--- config.mk ---
export PLATFORM = sky130hd
export DESIGN_NAME = sys_addr_decoder
export DESIGN_NICKNAME = d
export VERILOG_FILES = /design/src/rtl/sad_pkg.sv /design/src/rtl/sad_page_classify.sv /design/src/rtl/sad_offset_gen.sv /design/src/rtl/sad_bank_flag.sv /design/src/rtl/sys_addr_decoder.sv
export SDC_FILE = /design/constraint.sdc
export NUM_CORES = 1
export LEC_CHECK = 0
export ABC_AREA = 1
export BUFFER_PORTS_ARGS = -buffer_cell sky130_fd_sc_hd__clkbuf_2
export CAP_MARGIN = 20
export CORE_AREA = 4 4 96 98
export DETAILED_ROUTE_END_ITERATION = 10
export DIE_AREA = 0 0 100 102
export GPL_ROUTABILITY_DRIVEN = 0
export PLACE_DENSITY_LB_ADDON = 0.3
export REMOVE_ABC_BUFFERS = 1
export SYNTH_ARGS = -nofsm -noshare
export SYNTH_HDL_FRONTEND = slang
export SYNTH_SLANG_ARGS = --single-unit
export TNS_END_PERCENT = 10
--- constraint.sdc ---
create_clock -name clk -period 3.2 [get_ports clk]
set_input_delay 0.32 -clock clk [delete_from_list [all_inputs] [get_ports clk]]
set_output_delay 0.32 -clock clk [all_outputs]
set_load 0.005 [all_outputs]
--- src/rtl/sad_pkg.sv ---
// Shared region encoding and per-region attributes for the address decoder.
// Assumes the region index doubles as the bit position of the one-hot select.
package sad_pkg;
    localparam int NUM_REGIONS = 16;

    typedef enum logic [3:0] {
        RG_MAIN    = 4'd0,
        RG_LVID    = 4'd1,
        RG_UPRAM   = 4'd2,
        RG_BANKRAM = 4'd3,
        RG_SYSROM  = 4'd4,
        RG_EXTRAM  = 4'd5,
        RG_VRAM    = 4'd6,
        RG_SPRITE  = 4'd7,
        RG_CARD0   = 4'd8,
        RG_CARD1   = 4'd9,
        RG_ROM_LO  = 4'd10,
        RG_ROM_MID = 4'd11,
        RG_ROM_HI  = 4'd12,
        RG_LEARN   = 4'd13,
        RG_PCM     = 4'd14,
        RG_NONE    = 4'd15
    } region_e;

    // True when a write may be passed on to the region.
    function automatic logic region_writable(region_e r);
        return !(r == RG_SYSROM || r == RG_ROM_LO || r == RG_ROM_MID ||
                 r == RG_ROM_HI || r == RG_NONE);
    endfunction

    // True when the region takes the video wait count.
    function automatic logic region_video(region_e r);
        return (r == RG_VRAM || r == RG_SPRITE || r == RG_LVID);
    endfunction
endpackage

--- src/rtl/sad_page_classify.sv ---
// Page classifier: maps the 20-bit page index to a region.
// Assumes VRAM_PAGES <= 256 so the two video windows never overlap,
// and EXT_PAGES keeps extended RAM below the video area.
module sad_page_classify
    import sad_pkg::*;
#(
    parameter int EXT_PAGES  = 256,
    parameter int VRAM_PAGES = 128
) (
    input  logic [19:0] page,
    input  logic        bank_ram,
    output region_e     region
);
    localparam logic [19:0] EXT_END  = 20'h00100 + 20'(EXT_PAGES);
    localparam logic [19:0] VID0_END = 20'h80000 + 20'(VRAM_PAGES);
    localparam logic [19:0] VID1_END = 20'h80100 + 20'(VRAM_PAGES);

    // Ordered range compare over the irregular map.
    always_comb begin
        if (page < 20'h000C0)                           region = RG_MAIN;
        else if (page < 20'h000F0)                      region = RG_LVID;
        else if (page < 20'h000F8)                      region = RG_UPRAM;
        else if (page < 20'h00100)                      region = bank_ram ? RG_BANKRAM : RG_SYSROM;
        else if (page < EXT_END)                        region = RG_EXTRAM;
        else if (page >= 20'h80000 && page < VID0_END)  region = RG_VRAM;
        else if (page >= 20'h80100 && page < VID1_END)  region = RG_VRAM;
        else if (page >= 20'h81000 && page < 20'h81020) region = RG_SPRITE;
        else if (page >= 20'hC0000 && page < 20'hC1000) region = RG_CARD0;
        else if (page >= 20'hC1000 && page < 20'hC2000) region = RG_CARD1;
        else if (page >= 20'hC2000 && page < 20'hC2080) region = RG_ROM_LO;
        else if (page >= 20'hC2080 && page < 20'hC2100) region = RG_ROM_MID;
        else if (page >= 20'hC2100 && page < 20'hC2140) region = RG_ROM_HI;
        else if (page >= 20'hC2140 && page < 20'hC2142) region = RG_LEARN;
        else if (page == 20'hC2200)                     region = RG_PCM;
        else if (page >= 20'hFFFC0)                     region = RG_SYSROM;
        else                                            region = RG_NONE;
    end
endmodule

--- src/rtl/sad_offset_gen.sv ---
// Offset generator: subtracts the region base (or masks) to give the
// region-relative offset. The system ROM region has two sources: the
// banked shadow in the first megabyte and the top-of-space window.
module sad_offset_gen
    import sad_pkg::*;
(
    input  logic [31:0] addr,
    input  region_e     region,
    output logic [31:0] offset
);
    logic shadow;
    assign shadow = (addr[31:20] == 12'h000);

    // Per-region base removal.
    always_comb begin
        unique case (region)
            RG_MAIN:    offset = addr;
            RG_LVID:    offset = addr - 32'h000C0000;
            RG_UPRAM,
            RG_BANKRAM: offset = {17'd0, addr[14:0]};
            RG_SYSROM:  offset = shadow ? (32'h00038000 + {17'd0, addr[14:0]})
                                        : (addr - 32'hFFFC0000);
            RG_EXTRAM:  offset = addr - 32'h00100000;
            RG_VRAM:    offset = addr - 32'h80000000;
            RG_SPRITE:  offset = addr - 32'h81000000;
            RG_CARD0,
            RG_CARD1:   offset = {8'd0, addr[23:0]};
            RG_ROM_LO:  offset = addr - 32'hC2000000;
            RG_ROM_MID: offset = addr - 32'hC2080000;
            RG_ROM_HI:  offset = addr - 32'hC2100000;
            RG_LEARN:   offset = addr - 32'hC2140000;
            RG_PCM:     offset = addr - 32'hC2200000;
            default:    offset = 32'd0;
        endcase
    end
endmodule

--- src/rtl/sad_bank_flag.sv ---
// Bank flag register: 1 = RAM in the banked window, 0 = system ROM.
// Resets to ROM so the first fetches come from system ROM.
module sad_bank_flag (
    input  logic clk,
    input  logic rst_n,
    input  logic wr_en,
    input  logic wr_ram,
    output logic bank_ram
);
    // Hold the flag; load on a software write.
    always_ff @(posedge clk) begin
        if (!rst_n)     bank_ram <= 1'b0;
        else if (wr_en) bank_ram <= wr_ram;
    end
endmodule

--- src/rtl/sys_addr_decoder.sv ---
// Banked system address decoder, top level. Classifies each bus access,
// derives offset, write gate, wait count and unmapped fill, and registers
// the result so it appears one clock after the strobe.
// Assumes the configuration wait inputs are quasi-static.
module sys_addr_decoder
    import sad_pkg::*;
#(
    parameter int EXT_PAGES  = 256,
    parameter int VRAM_PAGES = 128,
    parameter int WAIT_W     = 4
) (
    input  logic                   clk,
    input  logic                   rst_n,
    input  logic                   req_valid,
    input  logic [31:0]            req_addr,
    input  logic                   req_write,
    input  logic [1:0]             req_size,
    input  logic                   bank_wr_en,
    input  logic                   bank_wr_ram,
    input  logic [WAIT_W-1:0]      cfg_mem_wait,
    input  logic [WAIT_W-1:0]      cfg_vid_wait,
    output logic                   rsp_valid,
    output logic [NUM_REGIONS-1:0] rsp_region,
    output logic [31:0]            rsp_offset,
    output logic                   rsp_wr_en,
    output logic [WAIT_W-1:0]      rsp_wait,
    output logic [31:0]            rsp_fill,
    output logic                   bank_is_ram
);
    region_e                region_d;
    logic [31:0]            offset_d;
    logic [NUM_REGIONS-1:0] onehot_d;
    logic                   wr_en_d;
    logic [WAIT_W-1:0]      wait_d;
    logic [31:0]            fill_d;

    sad_bank_flag u_bank (
        .clk      (clk),
        .rst_n    (rst_n),
        .wr_en    (bank_wr_en),
        .wr_ram   (bank_wr_ram),
        .bank_ram (bank_is_ram)
    );

    sad_page_classify #(
        .EXT_PAGES  (EXT_PAGES),
        .VRAM_PAGES (VRAM_PAGES)
    ) u_class (
        .page     (req_addr[31:12]),
        .bank_ram (bank_is_ram),
        .region   (region_d)
    );

    sad_offset_gen u_off (
        .addr   (req_addr),
        .region (region_d),
        .offset (offset_d)
    );

    // One-hot select, one comparator per region.
    for (genvar i = 0; i < NUM_REGIONS; i++) begin : g_sel
        assign onehot_d[i] = (region_d == region_e'(i));
    end

    // Attribute lookup: write gate, wait count, unmapped fill.
    always_comb begin
        wr_en_d = req_write && region_writable(region_d);
        if (region_d == RG_NONE)        wait_d = '0;
        else if (region_video(region_d)) wait_d = cfg_vid_wait;
        else                             wait_d = cfg_mem_wait;
        fill_d = 32'd0;
        if (region_d == RG_NONE && !req_write) begin
            unique case (req_size)
                2'd0:    fill_d = 32'h000000FF;
                2'd1:    fill_d = 32'h0000FFFF;
                default: fill_d = 32'hFFFFFFFF;
            endcase
        end
    end

    // Response register stage.
    always_ff @(posedge clk) begin
        if (!rst_n) begin
            rsp_valid  <= 1'b0;
            rsp_region <= NUM_REGIONS'(1) << RG_NONE;
            rsp_offset <= '0;
            rsp_wr_en  <= 1'b0;
            rsp_wait   <= '0;
            rsp_fill   <= '0;
        end else begin
            rsp_valid  <= req_valid;
            rsp_region <= onehot_d;
            rsp_offset <= offset_d;
            rsp_wr_en  <= wr_en_d && req_valid;
            rsp_wait   <= wait_d;
            rsp_fill   <= fill_d;
        end
    end
endmodule

==> results of run 1 <==
## stage by stage
step | std cells | cell area (sq um) | power, W | utilization [%] | hold WS (ns)
finish | 837 | 5050 | 0.00181 | 59.6 | 0.159
global route | 837 | 5050 | 0.00190 | 59.6 | 0.146
CTS | 837 | 5050 | 0.00182 | 59.6 | 0.147
detailed placement | 821 | 4870 | 0.00122 | 57.5 | 0.521
global placement | 821 | 4870 | 0.00121 | 57.5 | 0.516
floorplan | 563 | 3940 | 0.00103 | - | 0.413
## routing by layer
layer	wire length, um	up-vias
met5	0	-
met4	464	0
met3	1310	49
met2	6140	266
met1	4940	1963
li1	-	2113
## cells in the mapped netlist, drive strengths merged, types with 2 or more instances
| master | number | area (sq um) |
|---|---|---|
| a211oi | 2 | 15.0 |
| a21oi | 14 | 70.1 |
| and3 | 2 | 12.5 |
| buf | 35 | 289 |
| clkbuf | 3 | 11.3 |
| dfxtp | 58 | 1160 |
| ha | 22 | 275 |
| inv | 87 | 332 |
| nand2 | 112 | 490 |
| nand3 | 49 | 265 |
| nand4 | 21 | 198 |
| nor2 | 123 | 584 |
| nor3 | 6 | 30.0 |
| nor4 | 2 | 27.5 |
| o211ai | 2 | 15.0 |
| o21ai | 25 | 133 |
| or2 | 4 | 25.0 |
| xnor2 | 3 | 26.3 |
| xor2 | 26 | 228 |
## worst max-delay path, stage by stage
cell and delay [ns]:
clkbuf_2 0.09, inv_1 0.23, ha_1 0.23, nand2_1 0.10, nor4_1 0.53, nor2_1 0.25, a31oi_2 0.37, nand2_4 0.17
buf_4 0.21, nand4_2 0.16, nor2_1 0.10, nor2_1 0.09, nand2_1 0.06, nor2_1 0.21, nor2_1 0.07
## worst min-delay path by stage
stage | startpoint | end | slack, ns
finish | req_addr[3] | rsp_offset[3] | 0.16
global placement | req_addr[1] | rsp_offset[1] | 0.52
detailed placement | req_addr[3] | rsp_offset[3] | 0.52
floorplan | req_valid | rsp_valid | 0.41
CTS | req_addr[3] | rsp_offset[3] | 0.15
global route | req_addr[10] | rsp_offset[10] | 0.15
## cell families after synthesis
logic type               count (synthesis)  share of synthesized area [%]
buffers and inverters                  126                           15.1
flip-flops                              58                           27.4
XOR/XNOR                                29                           5.99
AND/OR/NAND/NOR                        320                           38.7
AO/OA/AOI/OAI                           46                           6.37
adder cells (fa/ha/maj)                 22                           6.49
## registers in the layout, summed over array words and instances, names as in the netlist
register and flops:
rsp_offset 32, rsp_fill 3, rsp_region 16, rsp_valid 1, u_bank.bank_ram 1, rsp_wr_en 1, rsp_wait 4
## layout make-up
| type | count | area share (%) |
|---|---|---|
| clock buffer | 10 | 2.73 |
| clock inverter | 6 | 0.818 |
| inverter | 88 | 6.74 |
| multi-input combinational | 417 | 48.4 |
| sequential | 58 | 23.0 |
| tap | 108 | 2.68 |
| timing repair buffer | 150 | 15.7 |
## power by group through the flow
stage               combinational (W)  sequential [W]  clock, W
global route                 0.000472        0.000778  0.000654
CTS                          0.000426        0.000775  0.000619
floorplan                    0.000232        0.000798         0
global placement             0.000420        0.000790         0
detailed placement           0.000424        0.000791         0
finish                       0.000432        0.000774  0.000601
==> results.yml, run 1 <==
synth:
  synth_edf_count: 0
  synth_area_per_cell_sq_um: 7.06
  synth_cells: 601
  synth_seq_area_share_pct: 27.4
  synth_cell_types: 39
  synth_ff_type: "dfxtp_1"
  synth-async-reset-ratio_pct: 0
  synth-seq-cells: 58
  syn_area_sq_mm: 0.00424
  yosysWarnings: 0
critical_path:
  rrSetupSlack_ns: 1.24
  cp.required_ns: 3.42
  critPathLaunchType: "input port"
  reg2reg_depth: 11
  cp.arrival_ns: 3.20
  r2r-start: "u_bank.bank_ram"
  critPathKind: "input port to flop"
  critPathCapture: "rsp_offset[31]"
  critPathMaxFanout: 8
  crit_start: "req_addr[21]"
  endpoint_kind: "flop"
  timing.rr.end: "rsp_offset[31]"
timing:
  finalHoldViolCount: 0
  maxSlewHeadroom_pct: 60.2
  finalMaxSlewViolations: 0
  rsz0062_at_grt: "false"
  fin_crit_sh_pct: 93.0
  layout_min_cycle_time_ns: 2.97
  tightest_slew_ns: 0.591
  fin_skew_ns: 0.00653
  setup_viol: 0
  fin_ws_ns: 0.225
  fin_tns_setup_ns: 0
  clock.fmax_mhz: 336
die:
  die_h_um: 102
  num_io_pins: 135
  start_util_pct: 50.1
  rows: 34
  die-area_sq_mm: 0.0102
  die_w_um: 100
  core_area_sq_mm: 0.00847
power_and_ir_drop:
  p_leak_nw: 2.77
  switchingPower_w: 0.000588
  powerDensity_mw_per_mm2: 358
  irDropWorstVdd_mv: 0.195
  combPwrFrac_pct: 23.9
  pwr-share-clk_pct: 33.3
  p_seq_share_pct: 42.8
  p_int_w: 0.00122
  switching_share_pct: 32.6
route:
  vias: 4391
  antenna_left: 0
  routed_wl_um: 12900
  firstDrtPassIters: 5
  drc: 0
  routedWlPerCell_um: 15.4
  via_per_inst: 5.25
  drtIter0Drc: 418
flow_run:
  cap_violations: 0
final_layout:
  drive_gt1_share_pct: 32.2
  diodes: 0
  fillers: 861
  nets: 794
  final_common_cell: "clkbuf_2"
  syn2layout_area_growth_pct: 19.0
  multiInputGateArea_sq_mm: 0.00244
  final_cell_mix: "clkbuf_2, nor2_1, nand2_1"
  regArea_sq_mm: 0.00116
global_routing:
  grt.met2_usage_pct: 43.3
  grt_max_degree: 21
  grt.total_usage_pct: 24.6
  overflow: 0
  antenna_found_initial: 0
  grt.busiest_layer: "met2"
  groute.layer.met3.usage_pct: 5.26
  use_met1_pct: 28.8
  grt_pass1_vias: 3981
  grt_pass1_wl_um: 19600
status:
  status: "finished, final reports clean"
clock_tree:
  postCtsResizedCells: 0
  cts_setup_buffers: 0
  ctsHoldBuffers: 0
  cts_max_level: 3
  cts_tree: "built"
  clock_latency_ns: 0.34
  path_clk_slew_ns: 0.07
  cts_buffers: 9
  clockRootBuffer: "clkbuf_8"
  clock-sinks: 58
  clk_path_buf_depth: 2
placed_design:
  hpwl_um: 10600
  pre_cts_ws_ns: 0.0191
  io_buffers: 134
min_path:
  hold_class: "input port to flop"
  whs_path_depth: 3
Power figures use the tool's default switching activity.
==> inputs of run 2 (changes only) <==
Settings changed: ABC_AREA 1 to 0, CORE_AREA 4 4 96 98 to 4 4 82 103, DIE_AREA 0 0 100 102 to 0 0 86 107.
==> run 2 against run 1 <==
Non-clock buffer count up 76. Maximum frequency down 2.9%. Sequential power down 2%. Setup slack worse by 0.089 ns. Area after synthesis down 14%. Hold slack better by 0.023 ns. Clock skew up 0.0032 ns. Critical path type unchanged. Critical endpoint is now rsp_offset[21]. Largest power group unchanged.
==> results.yml, run 2 <==
route:
  routed_wl_um: 12400
  vias: 4288
  antenna_left: 0
  drc: 0
  routedWlPerCell_um: 16.9
  firstDrtPassIters: 5
  drtIter0Drc: 406
  via_per_inst: 5.84
synth:
  synth-seq-cells: 58
  synth_cells: 444
  yosys-top-cells-count: "dfxtp_1, nor2_1, nand2_1"
  synth_edf_count: 0
  synth_cell_types: 69
  synth_area_per_cell_sq_um: 8.19
  yosysWarnings: 0
  post-synth-top-count-cell: "dfxtp_1"
  synth_top_area_cell: "dfxtp_1"
  synth_top_area_share_pct: 31.9
  synth-async-reset-ratio_pct: 0
  synth_ff_type: "dfxtp_1"
  synth_area_leaders: "dfxtp_1, ha_1, buf_4"
  syn_area_sq_mm: 0.00364
  synth_seq_area_share_pct: 31.9
clock_tree:
  cts_setup_buffers: 0
  clock-sinks: 58
  cts_buffers: 9
  clock_latency_ns: 0.34
  ctsHoldBuffers: 0
  cts_tree: "built"
  path_clk_slew_ns: 0.07
  clockRootBuffer: "clkbuf_8"
  clk_path_buf_depth: 2
  cts_max_level: 3
  postCtsResizedCells: 0
final_layout:
  multiInputGateArea_sq_mm: 0.00211
  fin_util_pct: 67.7
  regArea_sq_mm: 0.00116
  syn2layout_area_growth_pct: 37.7
  fillers: 639
  diodes: 0
  drive_gt1_share_pct: 40.2
  final_cell_mix: "clkbuf_2, buf_4, dfxtp_1"
  reg_top3: "rsp_offset (32), rsp_region (16), rsp_wait (4)"
  final_common_cell: "clkbuf_2"
  largest_reg_flops: 32
  nets: 707
  top_register: "rsp_offset"
critical_path:
  critPathKind: "input port to flop"
  path_cells: "clkbuf_2, inv_1, ha_1, or3b_1, a21o_1, a2111oi_0, a21oi_2, nor4b_4, nand2_2, nor4_1, or4_1, o31a_1"
  critPathLaunchType: "input port"
  cp.required_ns: 3.43
  critPathMaxFanout: 7
  cpPeakStageDelay_ns: 0.63
  cp.arrival_ns: 3.30
  endpoint_kind: "flop"
  cp_slowest_cell: "a2111oi_0"
die:
  start_util_pct: 49.1
  rows: 35
  die-area_sq_mm: 0.00920
  num_io_pins: 135
  die_w_um: 86
  core_area_sq_mm: 0.00740
  die_h_um: 107
timing:
  fin_crit_sh_pct: 95.8
  clock.fmax_mhz: 326
  finalHoldViolCount: 0
  tightest_slew_ns: 0.652
  setup_viol: 0
  fin_skew_ns: 0.00970
  rsz0062_at_grt: "false"
  finalMaxSlewViolations: 0
  maxSlewHeadroom_pct: 55.4
  hold_slack_ns: 0.182
  layout_min_cycle_time_ns: 3.06
power_and_ir_drop:
  powerDensity_mw_per_mm2: 334
  irDropWorstVdd_mv: 0.277
  p_leak_nw: 2.46
placed_design:
  io_buffers: 134
  hpwl_um: 9960
flow_run:
  cap_violations: 0
global_routing:
  antenna_found_initial: 0
  grt_max_degree: 17
  overflow: 0
  grt.total_usage_pct: 26.8
  grt_pass1_wl_um: 19500
  grt_pass1_vias: 4083
status:
  status: "finished, final reports clean"
min_path:
  hold_class: "input port to flop"
-- run 2: cell types whose count changed in the layout (fill, tap and decap cells not counted), sizes merged, moves of 9 or more --
| cell | delta |
|---|---|
| and2 | +20 |
| buf | +76 |
| inv | -68 |
| nand2 | -70 |
| nand3 | -39 |
| nand4 | -15 |
| nor2 | -80 |
| nor3 | +14 |
| nor4 | +9 |
| xor2 | -25 |
-- run 2: report_power, final --
| part | total, W | leakage (nW) | internal, W | switching, W |
|---|---|---|---|---|
| clock | 0.000579 | 0.0851 | 0.000297 | 0.000282 |
| combinational | 0.000341 | 1.90 | 0.000156 | 0.000184 |
| sequential | 0.000755 | 0.472 | 0.000745 | 0.00000963 |
-- run 2: final cells by class --
cell class	instances	share of cell area (%)
clock buffer	11	2.82
clock inverter	5	0.600
inverter	21	1.57
multi-input combinational	321	42.1
sequential	58	23.2
tap	92	2.30
timing repair buffer	226	27.4
-- run 2: cell families after synthesis --
family / count (synthesis) / share of synthesized area, %
compound gates: 100 / 20.1
buf+inv: 65 / 10.1
fa+ha+maj: 22 / 7.57
simple gates: 189 / 27.7
xor+xnor: 5 / 1.20
mux: 5 / 1.38
flops: 58 / 31.9
-- run 2: path summary, 6_finish.rpt --
check | slack, ns | endpoint | from | cells after the start
worst max-delay path | 0.14 | rsp_offset[21] | req_addr[20] | 12
worst max register to register | 1.09 | rsp_offset[21] | u_bank.bank_ram | 8
worst min register to register | 0.56 | u_bank.bank_ram | u_bank.bank_ram | 2
worst min-delay path | 0.18 | rsp_fill[15] | req_size[0] | 2
-- run 2: through the flow --
stage          power, W  instances  TNS [ns]  worst slack [ns]  area [sq um]
5_1_grt         0.00175        734         0           0.00932          5010
4_1_cts         0.00168        734         0             0.248          5010
3_5_place_dp    0.00110        718    -0.153            -0.110          4840
3_3_place_gp    0.00110        718   -0.0342           -0.0342          4840
2_1_floorplan  0.000901        400     -3.17            -0.313          3350
6_report        0.00167        734         0             0.136          5010
-- run 2: routing by layer --
metal	track usage [%]	up-vias	part of all wire, %
met2	45.4	338	47
met1	29.4	1910	35
met4	15.8	0	6.2
met5	0	-	0
met3	7.46	86	12
li1	-	1954	-
-- run 2: worst max-delay path, delay by kind of cell --
family,cells,cell delay [ns]
compound gates,4,1.29
simple gates,5,1.26
buf+inv,2,0.24
fa+ha+maj,1,0.19
